==> config.mk <==
export PLATFORM = sky130hd
export DESIGN_NAME = clkctl_regs
export DESIGN_NICKNAME = d
export VERILOG_FILES = /design/src/rtl/clkctl_pkg.sv /design/src/rtl/clkctl_line_sync.sv /design/src/rtl/clkctl_bus_fsm.sv /design/src/rtl/clkctl_regfile.sv /design/src/rtl/clkctl_regs.sv
export SDC_FILE = /design/constraint.sdc
export NUM_CORES = 1
export LEC_CHECK = 0
export BUFFER_PORTS_ARGS = -buffer_cell sky130_fd_sc_hd__clkbuf_2
export CORE_MARGIN = 5
export CORE_UTILIZATION = 45
export DETAILED_ROUTE_END_ITERATION = 10
export PLACE_DENSITY = 0.68
export SYNTH_ARGS = -nofsm -noshare
export SYNTH_HDL_FRONTEND = slang
export SYNTH_SLANG_ARGS = --single-unit
==> constraint.sdc <==
create_clock -name clk -period 2.2 [get_ports clk]
set_input_delay 0 -clock clk [delete_from_list [all_inputs] [get_ports clk]]
set_output_delay 0 -clock clk [all_outputs]
set_load 0.03 [all_outputs]
==> src/rtl/clkctl_pkg.sv <==
// Shared constants and types for the clock control register slave.
// Assumes a fixed register map of 13 entries, 11 of them writable.
package clkctl_pkg;
    localparam int REG_NUM = 13;
    localparam int RW_NUM  = 11;
    localparam int IDX_W   = $clog2(REG_NUM + 1);
    localparam int AUX_W   = (RW_NUM - 6) * 8;

    typedef logic [IDX_W-1:0] idx_t;

    typedef enum logic [2:0] {
        BUS_IDLE,
        BUS_RX,
        BUS_RX_ACK,
        BUS_TX,
        BUS_TX_ACK
    } bus_st_t;

    // Power-up value of a writable register
    function automatic logic [7:0] pwr_default(input int idx);
        logic [7:0] v;
        case (idx)
            1:       v = 8'h01;
            2, 3, 4: v = 8'hFF;
            5:       v = 8'h93;
            default: v = 8'h00;
        endcase
        return v;
    endfunction
endpackage

==> src/rtl/clkctl_line_sync.sv <==
// Synchronizes one bus line into the system clock domain and flags its edges.
// Assumes the line idles high; STAGES must be at least 2.
module clkctl_line_sync #(
    parameter int STAGES = 2
) (
    input  logic clk,
    input  logic rst_n,
    input  logic din,
    output logic lvl,
    output logic rise,
    output logic fall
);
    logic [STAGES-1:0] pipe;
    logic              prev;

    // Shift the line through the synchronizer and keep the last settled value
    always_ff @(posedge clk) begin
        if (!rst_n) begin
            pipe <= '1;
            prev <= 1'b1;
        end else begin
            pipe <= {pipe[STAGES-2:0], din};
            prev <= pipe[STAGES-1];
        end
    end

    assign lvl  = pipe[STAGES-1];
    assign rise = lvl & ~prev;
    assign fall = ~lvl & prev;
endmodule

==> src/rtl/clkctl_bus_fsm.sv <==
// Two-wire slave protocol engine: address match, acknowledges, byte
// reception into a register pointer and byte transmission for reads.
// Assumes edge and start/stop strobes come from synchronized lines.
module clkctl_bus_fsm
    import clkctl_pkg::*;
#(
    parameter logic [6:0] DEV_ADDR = 7'h69
) (
    input  logic       clk,
    input  logic       rst_n,
    input  logic       scl_rise,
    input  logic       scl_fall,
    input  logic       sda_lvl,
    input  logic       start_evt,
    input  logic       stop_evt,
    input  logic [7:0] rd_data,
    output logic       sda_oe,
    output logic       wr_en,
    output idx_t       wr_idx,
    output logic [7:0] wr_data,
    output idx_t       ptr
);
    localparam idx_t       PTR_END  = idx_t'(REG_NUM);
    localparam logic [7:0] BYTE_CNT = 8'(REG_NUM);

    bus_st_t    state;
    logic [3:0] bit_cnt;
    logic [7:0] shreg;
    logic [1:0] byte_no;
    logic       is_read;

    // Protocol sequencing, one bus event per system clock
    always_ff @(posedge clk) begin
        if (!rst_n) begin
            state   <= BUS_IDLE;
            bit_cnt <= '0;
            shreg   <= '0;
            byte_no <= '0;
            is_read <= 1'b0;
            ptr     <= '0;
            sda_oe  <= 1'b0;
            wr_en   <= 1'b0;
            wr_idx  <= '0;
            wr_data <= '0;
        end else begin
            wr_en <= 1'b0;
            if (start_evt) begin
                state   <= BUS_RX;
                bit_cnt <= '0;
                byte_no <= '0;
                is_read <= 1'b0;
                ptr     <= '0;
                sda_oe  <= 1'b0;
            end else if (stop_evt) begin
                state  <= BUS_IDLE;
                ptr    <= '0;
                sda_oe <= 1'b0;
            end else begin
                case (state)
                    BUS_RX: begin
                        if (scl_rise && bit_cnt != 4'd8) begin
                            shreg   <= {shreg[6:0], sda_lvl};
                            bit_cnt <= bit_cnt + 4'd1;
                        end else if (scl_fall && bit_cnt == 4'd8) begin
                            bit_cnt <= '0;
                            if (byte_no == 2'd0) begin
                                if (shreg[7:1] == DEV_ADDR) begin
                                    is_read <= shreg[0];
                                    sda_oe  <= 1'b1;
                                    byte_no <= 2'd1;
                                    state   <= BUS_RX_ACK;
                                end else begin
                                    state <= BUS_IDLE;
                                end
                            end else begin
                                sda_oe <= 1'b1;
                                state  <= BUS_RX_ACK;
                                if (byte_no == 2'd3) begin
                                    wr_en   <= (ptr < PTR_END);
                                    wr_idx  <= ptr;
                                    wr_data <= shreg;
                                    if (ptr < PTR_END) ptr <= ptr + idx_t'(1);
                                end else begin
                                    byte_no <= byte_no + 2'd1;
                                end
                            end
                        end
                    end
                    BUS_RX_ACK: begin
                        if (scl_fall) begin
                            if (is_read) begin
                                shreg   <= BYTE_CNT;
                                sda_oe  <= ~BYTE_CNT[7];
                                bit_cnt <= 4'd1;
                                state   <= BUS_TX;
                            end else begin
                                sda_oe <= 1'b0;
                                state  <= BUS_RX;
                            end
                        end
                    end
                    BUS_TX: begin
                        if (scl_fall) begin
                            if (bit_cnt == 4'd8) begin
                                sda_oe  <= 1'b0;
                                bit_cnt <= '0;
                                state   <= BUS_TX_ACK;
                            end else begin
                                shreg   <= {shreg[6:0], 1'b0};
                                sda_oe  <= ~shreg[6];
                                bit_cnt <= bit_cnt + 4'd1;
                            end
                        end
                    end
                    BUS_TX_ACK: begin
                        if (scl_rise && sda_lvl) begin
                            state <= BUS_IDLE;
                        end else if (scl_fall) begin
                            shreg   <= rd_data;
                            sda_oe  <= ~rd_data[7];
                            bit_cnt <= 4'd1;
                            state   <= BUS_TX;
                            if (ptr < PTR_END) ptr <= ptr + idx_t'(1);
                        end
                    end
                    default: begin
                    end
                endcase
            end
        end
    end
endmodule

==> src/rtl/clkctl_regfile.sv <==
// Control register storage with power-up defaults, strap readback and
// fixed identification bytes. Assumes one write strobe per cycle at most.
module clkctl_regfile
    import clkctl_pkg::*;
#(
    parameter logic [7:0] ID_HI = 8'h50,
    parameter logic [7:0] ID_LO = 8'h12
) (
    input  logic                  clk,
    input  logic                  rst_n,
    input  logic                  wr_en,
    input  idx_t                  wr_idx,
    input  logic [7:0]            wr_data,
    input  idx_t                  rd_idx,
    input  logic [4:0]            strap,
    output logic [7:0]            rd_data,
    output logic [RW_NUM*8-1:0]   cfg_flat
);
    for (genvar g = 0; g < RW_NUM; g++) begin : g_reg
        localparam logic [7:0] MASK = (g == 1) ? 8'h07 : 8'hFF;
        logic [7:0] q;

        // Hold one register; defaults only on reset
        always_ff @(posedge clk) begin
            if (!rst_n)
                q <= pwr_default(g);
            else if (wr_en && wr_idx == idx_t'(g))
                q <= wr_data & MASK;
        end

        assign cfg_flat[g*8 +: 8] = q;
    end

    // Read mux over storage, strap readback and identification bytes
    always_comb begin
        rd_data = 8'h00;
        if (rd_idx == idx_t'(1))
            rd_data = {strap[0], strap[1], strap[2], strap[3], strap[4], cfg_flat[10:8]};
        else if (rd_idx < idx_t'(RW_NUM))
            rd_data = cfg_flat[int'(rd_idx)*8 +: 8];
        else if (rd_idx == idx_t'(RW_NUM))
            rd_data = ID_HI;
        else if (rd_idx == idx_t'(RW_NUM + 1))
            rd_data = ID_LO;
    end
endmodule

==> src/rtl/clkctl_regs.sv <==
// Top of the clock control slave: line synchronizers, protocol engine and
// register file, with register fields mapped to named outputs.
// Assumes sda_i is the wired bus value, including this slave's own pull-down.
module clkctl_regs
    import clkctl_pkg::*;
#(
    parameter logic [6:0] DEV_ADDR    = 7'h69,
    parameter logic [7:0] ID_HI       = 8'h50,
    parameter logic [7:0] ID_LO       = 8'h12,
    parameter int         SYNC_STAGES = 2
) (
    input  logic             clk,
    input  logic             rst_n,
    input  logic             scl_i,
    input  logic             sda_i,
    output logic             sda_oe_o,
    input  logic [4:0]       strap_fs,
    output logic [5:0]       sw_freq_sel,
    output logic             freq_from_sw,
    output logic             clk_tristate,
    output logic             spread_quarter,
    output logic             spread_on,
    output logic             spread_center,
    output logic [7:0]       out_en_bank0,
    output logic [7:0]       out_en_bank1,
    output logic [7:0]       out_en_bank2,
    output logic [2:0]       cpu_mem_skew,
    output logic [2:0]       cpu_chip_skew,
    output logic [1:0]       cpu_clk_en,
    output logic [AUX_W-1:0] aux_cfg
);
    logic scl_lvl, scl_rise, scl_fall;
    logic sda_lvl, sda_rise, sda_fall;
    logic start_evt, stop_evt;
    logic wr_en;
    idx_t wr_idx, ptr;
    logic [7:0] wr_data, rd_data;
    logic [RW_NUM*8-1:0] cfg_flat;
    logic unused_reg1_hi;

    clkctl_line_sync #(.STAGES(SYNC_STAGES)) u_scl_sync (
        .clk(clk), .rst_n(rst_n), .din(scl_i),
        .lvl(scl_lvl), .rise(scl_rise), .fall(scl_fall)
    );

    clkctl_line_sync #(.STAGES(SYNC_STAGES)) u_sda_sync (
        .clk(clk), .rst_n(rst_n), .din(sda_i),
        .lvl(sda_lvl), .rise(sda_rise), .fall(sda_fall)
    );

    assign start_evt = scl_lvl & sda_fall;
    assign stop_evt  = scl_lvl & sda_rise;

    clkctl_bus_fsm #(.DEV_ADDR(DEV_ADDR)) u_fsm (
        .clk(clk), .rst_n(rst_n),
        .scl_rise(scl_rise), .scl_fall(scl_fall), .sda_lvl(sda_lvl),
        .start_evt(start_evt), .stop_evt(stop_evt),
        .rd_data(rd_data), .sda_oe(sda_oe_o),
        .wr_en(wr_en), .wr_idx(wr_idx), .wr_data(wr_data), .ptr(ptr)
    );

    clkctl_regfile #(.ID_HI(ID_HI), .ID_LO(ID_LO)) u_regs (
        .clk(clk), .rst_n(rst_n),
        .wr_en(wr_en), .wr_idx(wr_idx), .wr_data(wr_data),
        .rd_idx(ptr), .strap(strap_fs),
        .rd_data(rd_data), .cfg_flat(cfg_flat)
    );

    assign sw_freq_sel    = {cfg_flat[1], cfg_flat[2], cfg_flat[7:4]};
    assign freq_from_sw   = cfg_flat[3];
    assign clk_tristate   = cfg_flat[0];
    assign spread_quarter = cfg_flat[10];
    assign spread_on      = cfg_flat[9];
    assign spread_center  = cfg_flat[8];
    assign unused_reg1_hi = ^cfg_flat[15:11];
    assign out_en_bank0   = cfg_flat[23:16];
    assign out_en_bank1   = cfg_flat[31:24];
    assign out_en_bank2   = cfg_flat[39:32];
    assign cpu_mem_skew   = cfg_flat[47:45];
    assign cpu_chip_skew  = cfg_flat[44:42];
    assign cpu_clk_en     = cfg_flat[41:40];
    assign aux_cfg        = cfg_flat[RW_NUM*8-1:48];
endmodule

======== Word-level counts from Yosys, hierarchy flattened ========
Cells that the tools add are included.
Widths: inputs -> output; s select.
operators by class
  shift-type cells ........................ 1
  add/subtract/negate cells ............... 3
  bitwise gates (word level) .............. 20
  reduce and logical (&&, ||, !) cells .... 31
  mux-type cells .......................... 56
  eq/ne operators ......................... 44
  magnitude comparators ................... 2
operators with widths
  kind                 count
  $shiftx 88x8->8      1
  $mux 8               10
  $mux 4               15
  $pmux 8 s4           1
  $reduce_and 7->1     4
  $eq 4x4->1 const B   6
  $mux 3               7
  $ne 2x1->1 const B   9
  $eq 4x3->1 const B   4
  $ne 4x3->1 const B   4
  $pmux 4 s4           1
  $reduce_and 8->1     2
  $logic_and 1x1->1    14
  $not 1->1            14
  $mux 1               12
  $mux 2               6
  $pmux 3 s4           1
  $reduce_and 6->1     2
  $ne 2x2->1 const B   5
  $reduce_and 10->1    1
  $add 4x1->4 const B  2
  $eq 4x1->1 const B   2
  $eq 4x2->1 const B   2
  $lt 4x4->1 const B   2
  other kinds (22)     30
storage, ports and cells
  word-level logic and storage cells ...... 183
  output and inout port bits .............. 84
  input port bits ......................... 9
  register bits ........................... 125

======== Longest topological paths before layout ========
Gate-level depths: netlist of the first run.
  depth in word-level cells ............... 9
  mapped depth ............................ 11
  gate-level depth less buffers ........... 7

======== By module ========
A second synthesis of the first run with hierarchy kept.
unflattened totals
  cells, all modules ...................... 720
  area, all modules ....................... 6282.3 sq um
modules (own cells, without submodules)
  module            area an instance (sq um)  seq. area each (sq um)  cells each  times used
  clkctl_regfile    4013.8                    1661.6                  459         1
  clkctl_bus_fsm    2073.2                    720.7                   243         1
  clkctl_line_sync  91.3                      60.1                    8           2
  clkctl_regs       12.5                      0.0                     2           1

======== Worst setup path after synthesis of the first run ========
No wires, ideal clock.
  path type ............................... register to register
  start point ............................. reg u_fsm.ptr[1]
  end point ............................... reg u_fsm.shreg[0]
  cell stages (with the launch flop) ...... 11
  library setup time ...................... 0.074 ns
  clock period less this slack ............ 2.305 ns
  arrival ................................. 2.231 ns
  path buffers ............................ 3
  path slack .............................. -0.105 ns
  required time ........................... 2.126 ns
  cell sequence ........................... dfxtp_1 buf_6 buf_2 buf_2 inv_1 ha_1 nor2b_1 a211oi_1 and2_1 o211ai_1 a31oi_1
between the ends
  cells in the longest elaborated chain, start to end .. 7
  elaborated cells between the ends (all ways) .. 10
  those cells by class .................... order compare (1); eq/ne (2); shift (1); mux (6)
ends and longest elaborated chain
  what                                                                     line                   RTL
  from (decl)                                                              clkctl_bus_fsm.sv:21   output idx_t ptr
  from (signal assigned)                                                   clkctl_bus_fsm.sv:82   if (ptr < PTR_END) ptr <= ptr + idx_t'(1);
  from (signal assigned)                                                   clkctl_bus_fsm.sv:123  if (ptr < PTR_END) ptr <= ptr + idx_t'(1);
  parallel branches: the longest is 3 deep, another holds $shiftx 88x8->8  -
  $mux 8 *                                                                 clkctl_regfile.sv:37   if (rd_idx == idx_t'(1))
  $mux 8 *                                                                 clkctl_bus_fsm.sv:118  end else if (scl_fall) begin
  $mux 8 *                                                                 clkctl_bus_fsm.sv:116  if (scl_rise && sda_lvl) begin
  $pmux 8 s4 *                                                             clkctl_bus_fsm.sv:59   case (state)
  to (signal assigned)                                                     clkctl_bus_fsm.sv:62   shreg <= {shreg[6:0], sda_lvl};
  to (signal assigned)                                                     clkctl_bus_fsm.sv:109  shreg <= {shreg[6:0], 1'b0};
  to (signal assigned)                                                     clkctl_bus_fsm.sv:119  shreg <= rd_data;
  to (decl)                                                                clkctl_bus_fsm.sv:28   logic [7:0] shreg;
Every way passes the cells marked *. The select of a mux whose other input is x is not followed.
A chain may end at the register's enable or synchronous reset.

======== Worst setup path in the final report of the first run ========
  start point ............................. reg u_fsm.state[2]
  end point ............................... reg u_fsm.bit_cnt[1]
between the ends
  cells in the longest elaborated chain, start to end .. 3
  elaborated cells between the ends (all ways) .. 13
  those cells by class .................... eq/ne (10); mux (1); reduce/logical (2)
ends and longest elaborated chain
  what                                                 line                   RTL
  from (decl)                                          clkctl_bus_fsm.sv:26   bus_st_t state;
  from (signal assigned)                               clkctl_bus_fsm.sv:35   state <= BUS_IDLE;
  from (signal assigned)                               clkctl_bus_fsm.sv:48   state <= BUS_RX;
  from (signal assigned)                               clkctl_bus_fsm.sv:55   state <= BUS_IDLE;
  $eq 3x1->1 (tied with other cells)                   clkctl_bus_fsm.sv:59
  $ne 3x1->1 (no source line) (tied with other cells)  -
  $reduce_and 8->1 (no source line)                    -
  to (signal assigned)                                 clkctl_bus_fsm.sv:63   bit_cnt <= bit_cnt + 4'd1;
  to (signal assigned)                                 clkctl_bus_fsm.sv:111  bit_cnt <= bit_cnt + 4'd1;
  to (decl)                                            clkctl_bus_fsm.sv:27   logic [3:0] bit_cnt;
Parallel ways exist; a longest one is shown, timed or not.

==> results.sh, run 1 <==
export IMPL_start_kind="register"
export IMPL_synth_edff_count=0
export IMPL_hold_viol=0
export IMPL_power_frac_comb=0.023
export IMPL_synth_area_per_cell_um2=9.41
export IMPL_max_freq_mhz=493
export IMPL_fin_util=0.563
export IMPL_min_period_over_period=0.923
export IMPL_synth_top_cells_by_count="125 x dfxtp_1, 81 x mux2i_1, 77 x nand2_1, 64 x nor2b_1, 36 x nand3_1"
export IMPL_core_area_um2=13300
export IMPL_n_antenna_cell=0
export IMPL_ant_nets=0
export IMPL_switching_share=0.232
export IMPL_clk_latency_ns=0.42
export IMPL_dieArea_um2=16100
export IMPL_dp_hpwl_um=12600
export IMPL_antenna_found_initial=0
export IMPL_p_int_mw=4.07
export IMPL_run_status="finished, final reports clean"
export IMPL_crit_fanout=17
export IMPL_pwr_share_clk=0.546
export IMPL_grt_pass1_wl_um=28600
export IMPL_slew_violations=0
export IMPL_fin_skew_ns=0.00771
export IMPL_synth_top_area_cell="dfxtp_1"
export IMPL_slowest_delay_ns=0.66
export IMPL_arrival_ns=2.38
export IMPL_overflow=0
export IMPL_ir_worst_vdd_v=0.000600
export IMPL_dr_wl_met2_um=8510
export IMPL_p_switching_mw=1.23
export IMPL_ys_ff_latch=125
export IMPL_nets=763
export IMPL_cp_required_ns=2.55
export IMPL_final_setup_tns_ns=0
export IMPL_m1WireLength_um=8040
export IMPL_highest_layer="met4"
export IMPL_numCtsBuffers=17
export IMPL_p_per_area_nw_per_um2=704
export IMPL_ios=93
export IMPL_htree_levels=4
export IMPL_grt_usage=0.226
export IMPL_rows=42
export IMPL_cpMaxStageDelayCell="dfxtp_1"
export IMPL_synthDistinctLibCells=60
export IMPL_slew_headroom=0.561
export IMPL_syn_nets=671
export IMPL_drc=0
export IMPL_reg2reg_slack_ns=0.17
export IMPL_n_fill_cell=1188
export IMPL_yosysMostFrequentCell="dfxtp_1"
export IMPL_root_buffer="clkbuf_16"
export IMPL_path_cells="nand2b_1 -> o221ai_1 -> nor2_2 -> or4b_1 -> a21oi_1"
export IMPL_pwr_share_seq=0.431
export IMPL_routed_via_density=5.69
export IMPL_synth_top_area_frac=0.407
export IMPL_crit_type="reg2reg"
export IMPL_holdCritPathClass="in2reg"
export IMPL_gp_congestion=0.953
export IMPL_worst_setup_path_end_kind="register"
export IMPL_wirelength_um=17900
export IMPL_route_vias_total=5318
export IMPL_die_x_um=127
export IMPL_dr_pass1_iters=7
export IMPL_area_delta_synth_final_pct=22.2
export IMPL_path_clk_slew_ns=0.06
export IMPL_ys_flop_type="dfxtp_1"
export IMPL_drv_cap=0
export IMPL_io_buffers=92
export IMPL_rsz0062_at_grt="no"
export IMPL_setup_violations_final=0
export IMPL_grt_pass1_vias=5100
export IMPL_start_util=0.461
export IMPL_drt_iter0_drc=520
export IMPL_clock_path_buffers=2
export IMPL_fp_dieH_um=127
export IMPL_async_flop_share=0
export IMPL_seq_area_frac_synth=0.407
export IMPL_p_leak_nw=2.90
export IMPL_postCtsSetupRepairBufs=0
export IMPL_syn_cell_area_um2=6150
export IMPL_fin_crit_ns=2.03
export IMPL_yosys_warnings=0
export IMPL_clock_sinks=125
export IMPL_worst_pin_slew_ns=0.658
export IMPL_synthTopCellsByArea="dfxtp_1 41%, mux2i_1 13%, nor2b_1 6.5%"
export IMPL_routedWlPerCell_um=19.2
export IMPL_drive_gt1_frac=0.244
export IMPL_grt_start_max_net_pins=103
export IMPL_syn_inst=654
export IMPL_met3WireLength_um=1070
export IMPL_cts_tree="built"
## cell families after synthesis
kind of cell,synth area share
XOR/XNOR,0.00427
AO/OA/AOI/OAI,0.123
flip-flops,0.407
adder cells (fa/ha/maj),0.0163
buffers and inverters,0.0425
AND/OR/NAND/NOR,0.227
multiplexers,0.181
## worst paths after layout
| path | start | endpoint | cells past startpoint |
|---|---|---|---|
| worst min register to register | u_sda_sync.pipe[0]$_SDFF_PN1_ | u_sda_sync.pipe[1]$_SDFF_PN1_ | 1 |
| worst max-delay path | u_fsm.state[2]$_SDFFE_PP0P_ | u_fsm.bit_cnt[1]$_SDFFE_PP0P_ | 5 |
| worst min-delay path | strap_fs[4] | u_fsm.shreg[3]$_SDFFE_PN0P_ | 4 |
| worst max register to register | u_fsm.state[2]$_SDFFE_PP0P_ | u_fsm.bit_cnt[1]$_SDFFE_PP0P_ | 5 |
## flip-flops by register name, summed over array words and instances, names as in the netlist
signal / flops
u_fsm.wr_data: 8
u_regs.g.q: 83
u_sda_sync.prev: 1
u_fsm.ptr: 4
u_fsm.shreg: 8
u_fsm.sda_oe: 1
u_fsm.is_read: 1
u_scl_sync.pipe: 2
u_scl_sync.prev: 1
u_sda_sync.pipe: 2
u_fsm.wr_en: 1
u_fsm.wr_idx: 4
u_fsm.state: 3
u_fsm.bit_cnt: 4
u_fsm.byte_no: 2
## cell type report
cell class              count  area, um2  share of cell area
clock inverters            14        171              0.0228
flip-flops and latches    125       2500               0.333
well taps                 176        220              0.0293
repair buffers            122        721              0.0958
inverters                  12       45.0             0.00599
multi-input cells         468       3420               0.455
clock buffers              18        439              0.0584
## timing repair
action                                  in CTS  in global routing
resized for setup                            0                  3
endpoints found under the setup margin       0                 15
hold buffers                                 4                  0
endpoints found under the hold margin        4                  0
## layer usage
metal | global-route usage | vias to the layer above
li1 | - | 2509
met1 | 0.304 | 2590
met2 | 0.364 | 188
met3 | 0.0521 | 31
met4 | 0.0669 | 0
met5 | 0 | -
## metrics by stage
stage / cells / power, mW / setup slack (ns) / hold WS [ns] / cell area (um2)
3_5_place_dp: 899 / 2.45 / 0.110 / 0.192 / 6850
6_report: 935 / 5.30 / 0.170 / 0.0734 / 7520
2_1_floorplan: 654 / 2.41 / 0.00559 / 0.101 / 6160
3_3_place_gp: 899 / 2.44 / 0.235 / 0.189 / 6850
4_1_cts: 935 / 5.32 / 0.0991 / 0.0519 / 7500
5_1_grt: 935 / 5.45 / 0.00781 / 0.0695 / 7520
## power by group through the flow
stage	Clock [mW]	Combinational, mW	Sequential, mW
after floorplan	0	0.0784	2.33
after global placement	0	0.110	2.33
after detailed placement	0	0.112	2.33
after CTS	2.92	0.118	2.28
after global routing	3.04	0.129	2.28
final	2.89	0.120	2.28
## cells in the final DEF (no fill, tap or decap), types with 4 or more instances in the layout
cell type	instances
dfxtp_1	124
clkbuf_2	92
mux2i_1	81
nand2_1	76
nor2b_1	64
nand3_1	36
buf_4	24
a21oi_1	18
clkbuf_16	17
nand2b_1	16
nor2_1	14
a31oi_1	14
inv_1	12
a21boi_1	12
o21ai_0	12
mux4_2	12
nand3b_1	11
nor3_1	9
o211ai_1	9
ha_1	8
o21ai_1	5
inv_6	5
or3_1	4
nor2_2	4
a211oi_2	4
dlygate4sd3_1	4
## worst max-delay path, delay by kind of cell (launching register included)
kind	cells	cell delay, ns
and+or+nand+nor	3	0.99
DFF	1	0.66
AOI/OAI and AO/OA	2	0.31
No activity file was read; power rests on OpenSTA's default activity.
==> inputs of run 2 (changes only) <==
==> constraint.sdc (replaced) <==
create_clock -name clk -period 2.2 [get_ports clk]
set_input_delay 0.44 -clock clk [delete_from_list [all_inputs] [get_ports clk]]
set_output_delay 0.44 -clock clk [all_outputs]
set_load 0.03 [all_outputs]
==> results.sh, run 2 (same netlist as run 1, synthesis figures left out) <==
export IMPL_dr_pass1_iters=5
export IMPL_p_leak_nw=2.88
export IMPL_hold_start="scl_i"
export IMPL_dp_cells=899
export IMPL_grt_start_max_net_pins=66
export IMPL_slew_violations=0
export IMPL_power_mw=5.28
export IMPL_n_fill_cell=1192
export IMPL_routedWlPerCell_um=19.3
export IMPL_path_clk_slew_ns=0.05
export IMPL_final_setup_tns_ns=0
export IMPL_ir_worst_vdd_v=0.000494
export IMPL_min_path_cells=2
export IMPL_n_antenna_cell=0
export IMPL_setup_violations_final=0
export IMPL_arrival_ns=2.32
export IMPL_dp_hpwl_um=12900
export IMPL_ant_nets=0
export IMPL_r2r_end="u_fsm.bit_cnt[0]$_SDFFE_PP0P_"
export IMPL_wirelength_um=18000
export IMPL_fin_util=0.562
export IMPL_grt_pass1_wl_um=28100
export IMPL_largest_reg_flops=83
export IMPL_hold_viol=0
export IMPL_grt_pass1_vias=5129
export IMPL_fp_dieH_um=127
export IMPL_routed_via_density=5.75
export IMPL_fin_crit_ns=1.99
export IMPL_top_register="u_regs.g.q"
export IMPL_reg2reg_depth=7
export IMPL_r2r_start="u_fsm.bit_cnt[0]$_SDFFE_PP0P_"
export IMPL_cts_tree="built"
export IMPL_holdCritPathClass="in2reg"
export IMPL_max_freq_mhz=502
export IMPL_reg_top3="u_regs.g.q: 83 flops, u_fsm.shreg: 8 flops, u_fsm.wr_data: 8 flops"
export IMPL_root_buffer="clkbuf_16"
export IMPL_worst_pin_slew_ns=0.641
export IMPL_fin_skew_ns=0.00735
export IMPL_die_x_um=127
export IMPL_clock_sinks=125
export IMPL_drv_cap=0
export IMPL_holdBufCountCts=0
export IMPL_most_common_layout_cells="122 x dfxtp_1, 92 x clkbuf_2, 81 x mux2i_1"
export IMPL_grt_usage=0.223
export IMPL_clock_path_buffers=2
export IMPL_worst_setup_path_end_kind="register"
export IMPL_numCtsBuffers=17
export IMPL_slew_headroom=0.572
export IMPL_ios=93
export IMPL_reg2reg_slack_ns=0.21
export IMPL_rsz0062_at_grt="no"
export IMPL_layout_commonest_cell="dfxtp_1"
export IMPL_area_delta_synth_final_pct=22.0
export IMPL_drt_iter0_drc=449
export IMPL_crit_type="reg2reg"
export IMPL_crit_fanout=10
export IMPL_clk_latency_ns=0.42
export IMPL_drive_gt1_frac=0.245
export IMPL_dieArea_um2=16100
export IMPL_htree_levels=4
export IMPL_start_kind="register"
export IMPL_drc=0
export IMPL_overflow=0
export IMPL_rows=42
export IMPL_gp_congestion=0.957
export IMPL_start_util=0.461
export IMPL_core_area_um2=13300
export IMPL_p_per_area_nw_per_um2=704
export IMPL_nets=759
export IMPL_hold_end="u_scl_sync.pipe[0]$_SDFF_PN1_"
export IMPL_antenna_found_initial=0
export IMPL_hold_ws_ns=0.208
export IMPL_route_vias_total=5344
export IMPL_cp_required_ns=2.53
export IMPL_io_buffers=92
export IMPL_min_period_over_period=0.906
export IMPL_fin_cells=930
export IMPL_run_status="finished, final reports clean"
==> run 2: worst max-delay path by stage <==
stage                                  start                             to  slack [ns]  cells after the start
2_1_floorplan      u_fsm.ptr[1]$_SDFFE_PP0P_      u_fsm.sda_oe$_SDFFE_PP0P_       0.006                     10
3_3_place_gp     u_fsm.state[2]$_SDFFE_PP0P_    u_fsm.state[1]$_SDFFE_PP0P_        0.24                      5
3_5_place_dp   u_fsm.bit_cnt[0]$_SDFFE_PP0P_  u_fsm.bit_cnt[1]$_SDFFE_PP0P_        0.12                      7
4_1_cts        u_fsm.bit_cnt[0]$_SDFFE_PP0P_  u_fsm.bit_cnt[1]$_SDFFE_PP0P_        0.11                      7
5_1_grt        u_fsm.bit_cnt[0]$_SDFFE_PP0P_  u_fsm.bit_cnt[0]$_SDFFE_PP0P_        0.05                      7
6_report       u_fsm.bit_cnt[0]$_SDFFE_PP0P_  u_fsm.bit_cnt[0]$_SDFFE_PP0P_        0.21                      7
==> run 2: routing by layer <==
layer	up-vias	wire [um]	GRT usage
met4	0	470	0.0896
met3	38	1270	0.0504
met5	-	0	0
li1	2499	-	-
met1	2596	7770	0.293
met2	211	8480	0.355
==> run 2: timing repair <==
item                                   CTS  global route
endpoints found under the hold margin    0             0
resized for setup                        0             4
buffers inserted                         0             0
setup endpoints to repair                0             3
==> run 2: area by class of cell <==
class                      instances  area, um2  area share
multi-input combinational        468       3410       0.454
sequential                       125       2510       0.334
timing repair buffer             118        718      0.0957
clock buffer                      21        470      0.0627
tap                              176        220      0.0293
clock inverter                    10        139      0.0185
inverter                          12       45.0     0.00600
==> run 2: stage by stage <==
step,cell area [um2],setup WS (ns)
2_1_floorplan,6160,0.00559
3_3_place_gp,6880,0.243
3_5_place_dp,6880,0.118
4_1_cts,7490,0.107
5_1_grt,7510,0.0486
6_report,7510,0.208
==> run 2: worst max-delay path: stages (launching register included) <==
cell and delay [ns]:
dfxtp_1 0.37, inv_1 0.08, ha_1 0.24, nand3b_4 0.17, nor2_1 0.09, a2111oi_2 0.60
a2111oi_0 0.15, nor3b_1 0.21
==> run 2: report_power, final <==
part	switching [mW]	internal, mW
clock	1.02	1.86
sequential	0.0129	2.27
combinational	0.0653	0.0478
total	1.10	4.18
